**src/rtl/casc_counter.sv**
```systemverilog
module casc_counter #(
  parameter int WIDTH = 4
) (
  input  logic             clk,
  input  logic             clear_n,
  input  logic             load_n,
  input  logic             cnt_en,
  input  logic             carry_in,
  input  logic [WIDTH-1:0] load_val,
  output logic [WIDTH-1:0] count,
  output logic             carry_out
);
  localparam logic [WIDTH-1:0] TERM = '1;

  logic advance;
  assign advance = cnt_en & carry_in;

  always_ff @(posedge clk) begin
    if (!clear_n)     count <= '0;
    else if (!load_n) count <= load_val;
    else if (advance) count <= count + 1'b1;
  end

  assign carry_out = carry_in & (count == TERM);
endmodule


```
**config.mk**
```make
export PLATFORM = sky130hd
export DESIGN_NAME = casc_counter
export DESIGN_NICKNAME = d
export VERILOG_FILES = /design/src/rtl/casc_counter.sv
export SDC_FILE = /design/constraint.sdc
export NUM_CORES = 1
export LEC_CHECK = 0
export BUFFER_PORTS_ARGS = -buffer_cell sky130_fd_sc_hd__clkbuf_2
export CORE_AREA = 2 2 39 41
export DETAILED_ROUTE_END_ITERATION = 10
export DIE_AREA = 0 0 41 43
export PLACE_DENSITY = 0.34
export SYNTH_ARGS = -nofsm -noshare
export SYNTH_HDL_FRONTEND = slang
export SYNTH_SLANG_ARGS = --single-unit
export TNS_END_PERCENT = 1
```
**constraint.sdc**
```tcl
create_clock -name clk -period 2 [get_ports clk]
set_input_delay 0.4 -clock clk [delete_from_list [all_inputs] [get_ports clk]]
set_output_delay 0.4 -clock clk [all_outputs]
set_load 0.1 [all_outputs]
```
==> qor.yml <==
outcome:
  status: "finished, final reports clean"
worst_setup_path:
  ff2ff_path_depth: 3
  r2r_setup_slack_ps: 1000
  worstSetupStartpointType: "flop"
  reg2reg_to: "count[1]"
  path_max_fanout: 4
  crit_path_end_kind: "output pin"
  worstSetupPathType: "reg2out"
  required_ps: 1600
  arrival_ps: 1240
  timing.rr.start: "count[0]"
grt:
  grt_usage_pct: 8.12
  antenna_found_initial: 0
  grt_max_degree: 9
  first_global_vias: 227
  grt_first_pass_wirelength_um: 876
  grt_remaining_overflow: 0
clocking:
  cts.sinks: 4
  h-tree-depth: 1
  clock_path_buffers: 2
  post_cts_buffers: 0
  cts_tree: "built"
  clock_latency_ps: 230
  ctsHoldBuffers: 0
  cts_inserted_buffers: 3
  cts-resized-gates: 0
  clock-root-buffer: "clkbuf_4"
  cts.reportedPaths.clkPinSlew_ps: 40
synth:
  ys.flop_type: "dfxtp_1"
  synth-xor-area-share_pct: 8.54
  synth_compound_area_share_pct: 20.7
  synth-seq-area-share_pct: 39.0
  synth.area.mux_share_pct: 0
  ys_ff_latch: 4
  synth_top_family_by_area: "simple AND/OR/NAND/NOR gates"
  synth_area_per_cell_um2: 8.55
  syn_nets: 34
  async_flop_share_pct: 0
  synth-edff-count: 0
  yosys.area_share.simple_pct: 23.8
  synth_area_um2: 205
  synthCells: 24
  synth.distinct_cells: 15
  synth_warnings: 0
  synth_adder_area_share_pct: 6.10
die:
  ios: 14
  fp.dieArea_um2: 1760
  die_w_um: 41
  placementRows: 14
  fp.coreArea_um2: 1380
  die_y_um: 43
  start_util_pct: 14.8
power:
  power.density_nw_per_um2: 840
  ir_drop_mv: 0.284
  leakagePower_nw: 0.149
hold_path:
  hold_class: "in2reg"
  holdPathEnd: "count[2]"
  holdCritStartpoint: "clear_n"
  whs_path_depth: 3
job:
  maxCapViolations: 0
final_layout:
  nets: 52
  reg_top3: "count x4"
  area_growth_pct: 56.1
  design_area_um2: 320
  fin_util_pct: 23.1
  largest_reg_flops: 4
  regMostFlops: "count"
  drive_gt1_share_pct: 55.0
  antenna_cells: 0
sta:
  setup_viol: 0
  min_period_ps: 1640
  fin_skew_ps: 4.33
  max_freq_mhz: 608
  slew_viol_final: 0
  rsz0062_at_grt: "false"
  fin_crit_sh_pct: 82.2
  tightest_slew_ps: 541
  fin_setup_tns_ps: 0
  hold_viol_final: 0
  slew_headroom_pct: 64.1
routing:
  drtIter0Drc: 0
  wl_per_cell_um: 9.63
  vias: 231
  route.detailed.drc: 0
  detail-route-antenna-nets: 0
  avgViaCountPerCell: 4.13
  wl_um: 539
  dr.pass1.iters: 1
place:
  port_buffers: 13
  globalplace.congestion: 0.628
  place.detailed.hpwl_um: 459
  placed_area_um2: 298
critical path: stages (launching register included):
cell     delay [ps]
dfxtp_2         360
ha_1            160
and4_2          210
buf_4           280
stage by stage:
stage	cells	hold WS, ps	setup slack, ps	power [mW]
finish	56	418	355	0.269
global route	56	415	292	0.288
CTS	56	412	341	0.277
detailed placement	53	498	575	0.173
global placement	53	496	583	0.173
floorplan	24	482	114	0.152
synth_stat cells (2+ instances only):
| cell type | count | area, um^2 |
|---|---|---|
| dfxtp_1 | 4 | 80.1 |
| nand3_1 | 3 | 15.0 |
| o21ai_0 | 3 | 15.0 |
| nor2_1 | 2 | 7.51 |
| xor2_1 | 2 | 17.5 |
per-layer routing:
| metal | vias to the layer above | routed length (um) | global-route usage (%) |
|---|---|---|---|
| met5 | - | 0 | 0 |
| met4 | 0 | 0 | 8.00 |
| met3 | 0 | 56 | 4.71 |
| met2 | 8 | 262 | 10.3 |
| met1 | 102 | 220 | 8.63 |
| li1 | 121 | - | - |
final cells by class:
class                   instances  area, um^2
clock buffers                   3        22.5
fillers                       165        1060
inverters                       1        3.75
multi-input cells              19         121
flip-flops and latches          4        85.1
well taps                      16        20.0
repair buffers                 13        67.6
how the worst max path moves through the flow:
| stage | start | to | slack [ps] |
|---|---|---|---|
| 2_1_floorplan | count[0] | carry_out | 110 |
| 3_3_place_gp | carry_in | carry_out | 580 |
| 3_5_place_dp | carry_in | carry_out | 580 |
| 4_1_cts | count[0] | carry_out | 340 |
| 5_1_grt | count[0] | carry_out | 290 |
| 6_report | count[0] | carry_out | 360 |
power breakdown:
group,switching [mW],internal (mW)
logic,0.0599,0.0168
registers,0.00646,0.0879
clock network,0.0311,0.0670
total,0.0975,0.172
cells in the final DEF (no fill, tap or decap):
master / count
o21ai_0: 3
inv_1: 1
clkbuf_4: 3
nand2_1: 1
buf_4: 1
nand2_2: 1
a31oi_1: 1
a211oi_1: 1
and4_2: 1
ha_1: 1
dfxtp_2: 4
nor2_1: 2
clkbuf_2: 12
xor2_1: 2
or3_1: 1
a311oi_1: 1
nand3_1: 3
a21oi_1: 1
cells by family (layout without fill, tap and decap cells):
logic type,after synthesis,count (layout)
AO/OA/AOI/OAI,7,7
XOR/XNOR,2,2
adder cells (fa/ha/maj),1,1
buffers and inverters,1,17
flip-flops,4,4
AND/OR/NAND/NOR,9,9
Note: power is estimated with default switching activity, not from simulation.
